`src/rtl/pwm_csr_pkg.sv`:
```
package pwm_csr_pkg;

  // Global register byte offsets
  localparam logic [11:0] OFS_START  = 12'h004;
  localparam logic [11:0] OFS_STOP   = 12'h008;
  localparam logic [11:0] OFS_STATUS = 12'h00C;
  localparam logic [11:0] OFS_MASK   = 12'h010;
  localparam logic [11:0] OFS_EVENTS = 12'h01C;

  // Channel windows
  localparam int WIN_BASE    = 32'h200;
  localparam int WIN_SPAN_LG = 5;

  typedef enum logic [2:0] {
    W_MODE     = 3'd0,
    W_DUTY     = 3'd1,
    W_DUTY_UPD = 3'd2,
    W_PRD      = 3'd3,
    W_PRD_UPD  = 3'd4
  } ch_word_e;

  // Next value of a set of sticky bits under a clearing read
  function automatic logic [31:0] sticky_next(input logic [31:0] held,
                                              input logic [31:0] fresh,
                                              input logic        clear);
    return (clear ? 32'h0 : held) | fresh;
  endfunction

  // Status bits that drop: running, no request, generator halted
  function automatic logic [31:0] halted_bits(input logic [31:0] running,
                                              input logic [31:0] request,
                                              input logic [31:0] idle);
    return running & ~request & idle;
  endfunction

endpackage

```
`src/rtl/pwm_glb_ctrl.sv`:
```
module pwm_glb_ctrl
  import pwm_csr_pkg::*;
#(
  parameter int NUM_CH = 4
) (
  input  logic              clk,
  input  logic              rst,
  input  logic              start_we,
  input  logic              stop_we,
  input  logic              mask_we,
  input  logic [NUM_CH-1:0] wbits,
  input  logic [NUM_CH-1:0] idle_i,
  output logic [NUM_CH-1:0] req_q,
  output logic [NUM_CH-1:0] run_q,
  output logic [NUM_CH-1:0] mask_q,
  output logic [NUM_CH-1:0] stop_done
);

  always_comb begin
    stop_done = NUM_CH'(halted_bits(32'(run_q), 32'(req_q), 32'(idle_i)));
  end

  always_ff @(posedge clk) begin
    if (rst) begin
      req_q  <= '0;
      run_q  <= '0;
      mask_q <= '1;
    end else begin
      if (start_we) begin
        req_q <= req_q | wbits;
      end else if (stop_we) begin
        req_q <= req_q & ~wbits;
      end
      run_q <= (run_q & ~stop_done) | (start_we ? wbits : '0);
      if (mask_we) begin
        mask_q <= wbits;
      end
    end
  end

endmodule

```
`src/rtl/pwm_irq_collect.sv`:
```
module pwm_irq_collect
  import pwm_csr_pkg::*;
#(
  parameter int NUM_CH = 4
) (
  input  logic              clk,
  input  logic              rst,
  input  logic [NUM_CH-1:0] evt_i,
  input  logic              rd_clr,
  input  logic [NUM_CH-1:0] mask_q,
  output logic [NUM_CH-1:0] evt_q,
  output logic              irq_o
);

  always_ff @(posedge clk) begin
    if (rst) begin
      evt_q <= '0;
    end else begin
      evt_q <= NUM_CH'(sticky_next(32'(evt_q), 32'(evt_i), rd_clr));
    end
  end

  assign irq_o = |(evt_q & mask_q);

endmodule

```
`src/rtl/pwm_ch_window.sv`:
```
module pwm_ch_window
  import pwm_csr_pkg::*;
#(
  parameter int DATA_W = 32,
  parameter int CNT_W  = 16,
  parameter int MODE_W = 11
) (
  input  logic              clk,
  input  logic              rst,
  input  logic              we,
  input  logic [2:0]        word,
  input  logic [DATA_W-1:0] wdata,
  output logic [MODE_W-1:0] mode_q,
  output logic [CNT_W-1:0]  duty_q,
  output logic [CNT_W-1:0]  duty_upd_q,
  output logic [CNT_W-1:0]  prd_q,
  output logic [CNT_W-1:0]  prd_upd_q,
  output logic [DATA_W-1:0] rd_o
);

  ch_word_e sel;
  assign sel = ch_word_e'(word);

  always_ff @(posedge clk) begin
    if (rst) begin
      mode_q     <= '0;
      duty_q     <= '0;
      duty_upd_q <= '0;
      prd_q      <= '0;
      prd_upd_q  <= '0;
    end else if (we) begin
      case (sel)
        W_MODE:     mode_q     <= wdata[MODE_W-1:0];
        W_DUTY:     duty_q     <= wdata[CNT_W-1:0];
        W_DUTY_UPD: duty_upd_q <= wdata[CNT_W-1:0];
        W_PRD:      prd_q      <= wdata[CNT_W-1:0];
        W_PRD_UPD:  prd_upd_q  <= wdata[CNT_W-1:0];
        default: ;
      endcase
    end
  end

  always_comb begin
    case (sel)
      W_MODE:     rd_o = DATA_W'(mode_q);
      W_DUTY:     rd_o = DATA_W'(duty_q);
      W_DUTY_UPD: rd_o = DATA_W'(duty_upd_q);
      W_PRD:      rd_o = DATA_W'(prd_q);
      W_PRD_UPD:  rd_o = DATA_W'(prd_upd_q);
      default:    rd_o = '0;
    endcase
  end

endmodule

```
`src/rtl/pwm_csr_top.sv`:
```
module pwm_csr_top
  import pwm_csr_pkg::*;
#(
  parameter int NUM_CH = 4,
  parameter int ADDR_W = 10,
  parameter int DATA_W = 32,
  parameter int CNT_W  = 16,
  parameter int MODE_W = 11
) (
  input  logic                     clk,
  input  logic                     rst,
  input  logic [ADDR_W-1:0]        bus_addr,
  input  logic                     bus_wr,
  input  logic                     bus_rd,
  input  logic [DATA_W-1:0]        bus_wdata,
  output logic [DATA_W-1:0]        bus_rdata,
  output logic                     irq_o,
  input  logic [NUM_CH-1:0]        ch_period_evt_i,
  input  logic [NUM_CH-1:0]        ch_idle_i,
  output logic [NUM_CH-1:0]        ch_en_o,
  output logic [NUM_CH*MODE_W-1:0] ch_mode_o,
  output logic [NUM_CH*CNT_W-1:0]  ch_duty_o,
  output logic [NUM_CH*CNT_W-1:0]  ch_duty_upd_o,
  output logic [NUM_CH*CNT_W-1:0]  ch_prd_o,
  output logic [NUM_CH*CNT_W-1:0]  ch_prd_upd_o
);

  localparam int CH_IDX_W  = (NUM_CH > 1) ? $clog2(NUM_CH) : 1;
  localparam int WIN_BYTES = NUM_CH << WIN_SPAN_LG;

  // Address decode
  logic [ADDR_W-1:0]   ch_off;
  logic                ch_hit;
  logic [CH_IDX_W-1:0] ch_idx;
  logic [2:0]          ch_word;
  logic hit_start, hit_stop, hit_status, hit_mask, hit_events;

  assign ch_off  = bus_addr - ADDR_W'(WIN_BASE);
  assign ch_hit  = (bus_addr >= ADDR_W'(WIN_BASE)) &&
                   (ch_off < ADDR_W'(WIN_BYTES)) && (ch_off[1:0] == 2'b00);
  assign ch_idx  = ch_off[WIN_SPAN_LG +: CH_IDX_W];
  assign ch_word = ch_off[4:2];

  assign hit_start  = (bus_addr == ADDR_W'(OFS_START));
  assign hit_stop   = (bus_addr == ADDR_W'(OFS_STOP));
  assign hit_status = (bus_addr == ADDR_W'(OFS_STATUS));
  assign hit_mask   = (bus_addr == ADDR_W'(OFS_MASK));
  assign hit_events = (bus_addr == ADDR_W'(OFS_EVENTS));

  // Named internal events and state
  logic              start_we, stop_we, mask_we, events_rd;
  logic [NUM_CH-1:0] st_q, isr_q, mask_q, stop_done;

  assign start_we  = bus_wr & hit_start;
  assign stop_we   = bus_wr & hit_stop;
  assign mask_we   = bus_wr & hit_mask;
  assign events_rd = bus_rd & hit_events;

  pwm_glb_ctrl #(.NUM_CH(NUM_CH)) u_glb (
    .clk      (clk),
    .rst      (rst),
    .start_we (start_we),
    .stop_we  (stop_we),
    .mask_we  (mask_we),
    .wbits    (bus_wdata[NUM_CH-1:0]),
    .idle_i   (ch_idle_i),
    .req_q    (ch_en_o),
    .run_q    (st_q),
    .mask_q   (mask_q),
    .stop_done(stop_done)
  );

  pwm_irq_collect #(.NUM_CH(NUM_CH)) u_irq (
    .clk   (clk),
    .rst   (rst),
    .evt_i (ch_period_evt_i),
    .rd_clr(events_rd),
    .mask_q(mask_q),
    .evt_q (isr_q),
    .irq_o (irq_o)
  );

  // Channel windows
  logic [DATA_W-1:0] ch_rd [NUM_CH];

  for (genvar g = 0; g < NUM_CH; g++) begin : g_ch
    logic win_we;
    assign win_we = bus_wr & ch_hit & (ch_idx == CH_IDX_W'(g));

    pwm_ch_window #(.DATA_W(DATA_W), .CNT_W(CNT_W), .MODE_W(MODE_W)) u_win (
      .clk       (clk),
      .rst       (rst),
      .we        (win_we),
      .word      (ch_word),
      .wdata     (bus_wdata),
      .mode_q    (ch_mode_o[g*MODE_W +: MODE_W]),
      .duty_q    (ch_duty_o[g*CNT_W +: CNT_W]),
      .duty_upd_q(ch_duty_upd_o[g*CNT_W +: CNT_W]),
      .prd_q     (ch_prd_o[g*CNT_W +: CNT_W]),
      .prd_upd_q (ch_prd_upd_o[g*CNT_W +: CNT_W]),
      .rd_o      (ch_rd[g])
    );
  end

  // Read mux and registered read data
  logic [DATA_W-1:0] rd_mux;

  always_comb begin
    rd_mux = '0;
    if (ch_hit)          rd_mux = ch_rd[ch_idx];
    else if (hit_status) rd_mux = DATA_W'(st_q);
    else if (hit_mask)   rd_mux = DATA_W'(mask_q);
    else if (hit_events) rd_mux = DATA_W'(isr_q);
  end

  always_ff @(posedge clk) begin
    if (rst) begin
      bus_rdata <= '0;
    end else if (bus_rd) begin
      bus_rdata <= rd_mux;
    end
  end

endmodule

```
`config.mk`:
```
export PLATFORM = sky130hd
export DESIGN_NAME = pwm_csr_top
export DESIGN_NICKNAME = d
export VERILOG_FILES = /design/src/rtl/pwm_csr_pkg.sv /design/src/rtl/pwm_glb_ctrl.sv /design/src/rtl/pwm_irq_collect.sv /design/src/rtl/pwm_ch_window.sv /design/src/rtl/pwm_csr_top.sv
export SDC_FILE = /design/constraint.sdc
export NUM_CORES = 1
export LEC_CHECK = 0
export BUFFER_PORTS_ARGS = -buffer_cell sky130_fd_sc_hd__clkbuf_2
export CORE_MARGIN = 2
export CORE_UTILIZATION = 48
export DETAILED_ROUTE_END_ITERATION = 10
export PLACE_DENSITY = 0.77
export SYNTH_ARGS = -nofsm -noshare
export SYNTH_HDL_FRONTEND = slang
export SYNTH_SLANG_ARGS = --single-unit
```
`constraint.sdc`:
```
create_clock -name clk -period 1.8 [get_ports clk]
set_clock_uncertainty 0.1 [all_clocks]
set_input_delay 0.18 -clock clk [delete_from_list [all_inputs] [get_ports clk]]
set_output_delay 0.18 -clock clk [all_outputs]
set_load 0.02 [all_outputs]
```
==> results.toml <==
[die]
core-area_mm2 = 0.03043
die_w_um = 179.5
start_util = 0.4859
io_pins = 391
die_height_um = 179.5
rows = 64
die_area_mm2 = 0.03222

[detailed_routing]
drt_iter0_drc = 2800
wl_per_cell_um = 25.07
dr.pass1.iters = 8
via_per_inst = 6.174
dr_total_vias = 16680
totalWireLength_um = 67700
post-route-drc-count = 0
ant_nets = 0

[synthesis]
yosys.area.top_type = "dfxtp_1"
yosys_register_bits = 332
yosysWarningCount = 0
syn_area_per_cell_um2 = 8.102
synthCells = 1825
synth_ff_type = "dfxtp_1"
synth_area_leaders = "dfxtp_1 (45%), nand2_1 (12%), a21oi_1 (9.0%)"
synth_edf_count = 0
synth_cell_types = 68
ys_async_sr_fraction = 0
syn_area_mm2 = 0.01479
synth_seq_area_share = 0.4495
yosysTopAreaCellShare = 0.4495

[timing]
setup_viol_count_final = 1
tightest_slew_ps = 799.5
slew_headroom = 0.4670
fmax_mhz = 551.9
setup_ws_ps = -11.81
hold_viol_final = 0
slew_violations = 0
rsz0062_at_grt = "yes"
post-route-period-util = 1.007
fin_crit_ps = 1812

[outcome]
violations = "setup timing"
outcome = "finished with violations"

[final_layout]
num-fill-cells = 2562
final_common_cell = "nand2_1"
multi_input_area_mm2 = 0.007366
nets = 2332
final_cell_mix = "nand2_1 (476), clkbuf_2 (356), dfxtp_1 (332)"
area_delta_synth_final_pct = 31.62
drive_gt1_frac = 0.2963
seqCellArea_mm2 = 0.006646
finalNonFillerCells = 2701
fin_util = 0.6395
antennaDiodeCount = 0

[clock_network]
numClockSinks = 332
cts-root-buf = "clkbuf_16"
clk_pin_slew_worst_paths_ps = 60
cts-buffers-inserted = 37
clock_latency_ps = 530
ctsLongestPathBuffers = 3
htreeDepth = 2
post_cts_buffers = 0
cts_tree = "done"

[hold_path]
worstHoldPathType = "in2reg"
hold_path_end = "g_ch[2].u_win.mode_q[2]"
min_path_cells = 3
min_from = "bus_wdata[2]"

[power]
p_comb_frac = 0.073
p_total_w = 0.01670
p_clk_frac = 0.486
p_sw_frac = 0.2418
power_density_mw_per_mm2 = 858.3
switching_power_w = 0.004038
sequentialPowerShare = 0.441
ir_worst_vdd_v = 0.0005812
leakage_nw = 7.765
p_int_w = 0.01266

[grt]
grt_overflow = 0
grt_usage = 0.3986
grt_pass1_vias = 15600
grt_pass1_wl_um = 98930
grt_max_degree = 138
antenna_found_initial = 0

[critical_path]
cp.arrival_ps = 2120
critPathKind = "reg2reg"
start_kind = "flop"
rr_startpoint = "bus_rdata[8]"
worst_r2r_endpoint = "bus_rdata[8]"
reg2reg_slack_ps = -10
crit_fanout = 2
worst_setup_path_end_kind = "flop"
crit_start = "bus_rdata[8]"
reg2reg_depth = 6
required_ps = 2110

[placement]
placed_cells = 2625
port_buffers = 358
gp_congestion = 0.9892
hpwl_um = 48940

[run]
drv_cap = 0
cells by family (layout without fill, tap and decap cells):
family                 after synthesis  in the layout  share of synthesized area
and+or+nand+nor                    686            686                     0.1947
other                                1             16                  0.0002536
AOI/OAI and AO/OA                  494            494                     0.2024
muxes                              127            127                    0.09402
DFF                                332            332                     0.4495
buffers and inverters              185            650                    0.05907
layout make-up:
cell class,count,area share
multi-input cells,1323,0.3785
flip-flops and latches,332,0.3415
repair buffers,575,0.1861
clock buffers,52,0.05574
well taps,396,0.02546
clock inverters,14,0.01093
inverters,9,0.001736
critical path, stage by stage, from the launching register on:
cell and delay [ps]:
dfxtp_1 340, nor3b_1 150, buf_4 160, a2111oi_0 430, o21ai_1 200, o21ai_0 180
o32ai_1 120
worst max path at each step:
| stage | end | depth (start not counted) |
|---|---|---|
| finish | bus_rdata[8] | 6 |
| global route | bus_rdata[12] | 7 |
| CTS | bus_rdata[8] | 6 |
| detailed placement | bus_rdata[10] | 9 |
| global placement | bus_rdata[12] | 8 |
| floorplan | g_ch[1].u_win.prd_q[0] | 8 |
routing by layer:
metal,vias up,track usage,wire length [µm]
met3,217,0.1009,9383
li1,7205,-,-
met2,1453,0.5848,28790
met1,7800,0.5510,26140
met4,0,0.1821,3388
met5,-,0,0
synth_stat cells (all sizes together) (11+ instances only):
cell    number
nand2      476
dfxtp      332
a21oi      267
nor2       121
clkbuf     106
mux2i       95
buf         70
o21ai       62
a22oi       60
mux2        25
nand3       25
a221oi      23
nor2b       13
o211ai      11
repair_timing:
action / in CTS / in global routing
hold buffers: 10 / 0
endpoints found under the setup margin: 1 / 4
pin swaps: 0 / 0
gates resized for setup: 2 / 4
hold endpoints to repair: 33 / 0
sequential cells by signal, summed over array words and instances, names as in the netlist, named ones only:
signal	cells
g_ch.u_win.prd_q	64
bus_rdata	16
g_ch.u_win.duty_upd_q	64
g_ch.u_win.prd_upd_q	64
g_ch.u_win.duty_q	64
u_glb.run_q	4
g_ch.u_win.mode_q	44
u_glb.mask_q	4
u_irq.evt_q	4
per-stage QoR:
step,setup slack (ps),hold slack (ps),cell area (µm²),TNS (ps)
floorplan,12.90,197.4,14850,0
global placement,-356.3,288.9,18040,-41650
detailed placement,-425.8,297.0,18040,-55580
CTS,0.5644,68.84,19440,0
global route,-34.59,103.6,19460,-37.46
finish,-11.81,106.8,19460,-11.81
power by group through the flow:
stage / logic, W / registers [W] / clock network [W]
after detailed placement: 0.00114 / 0.00753 / 0
final: 0.00122 / 0.00737 / 0.00812
after global placement: 0.00113 / 0.00753 / 0
after CTS: 0.00116 / 0.00737 / 0.00812
after floorplan: 0.000571 / 0.00753 / 0
after global routing: 0.00124 / 0.00736 / 0.00842
No activity file was read; power rests on OpenSTA's default activity.
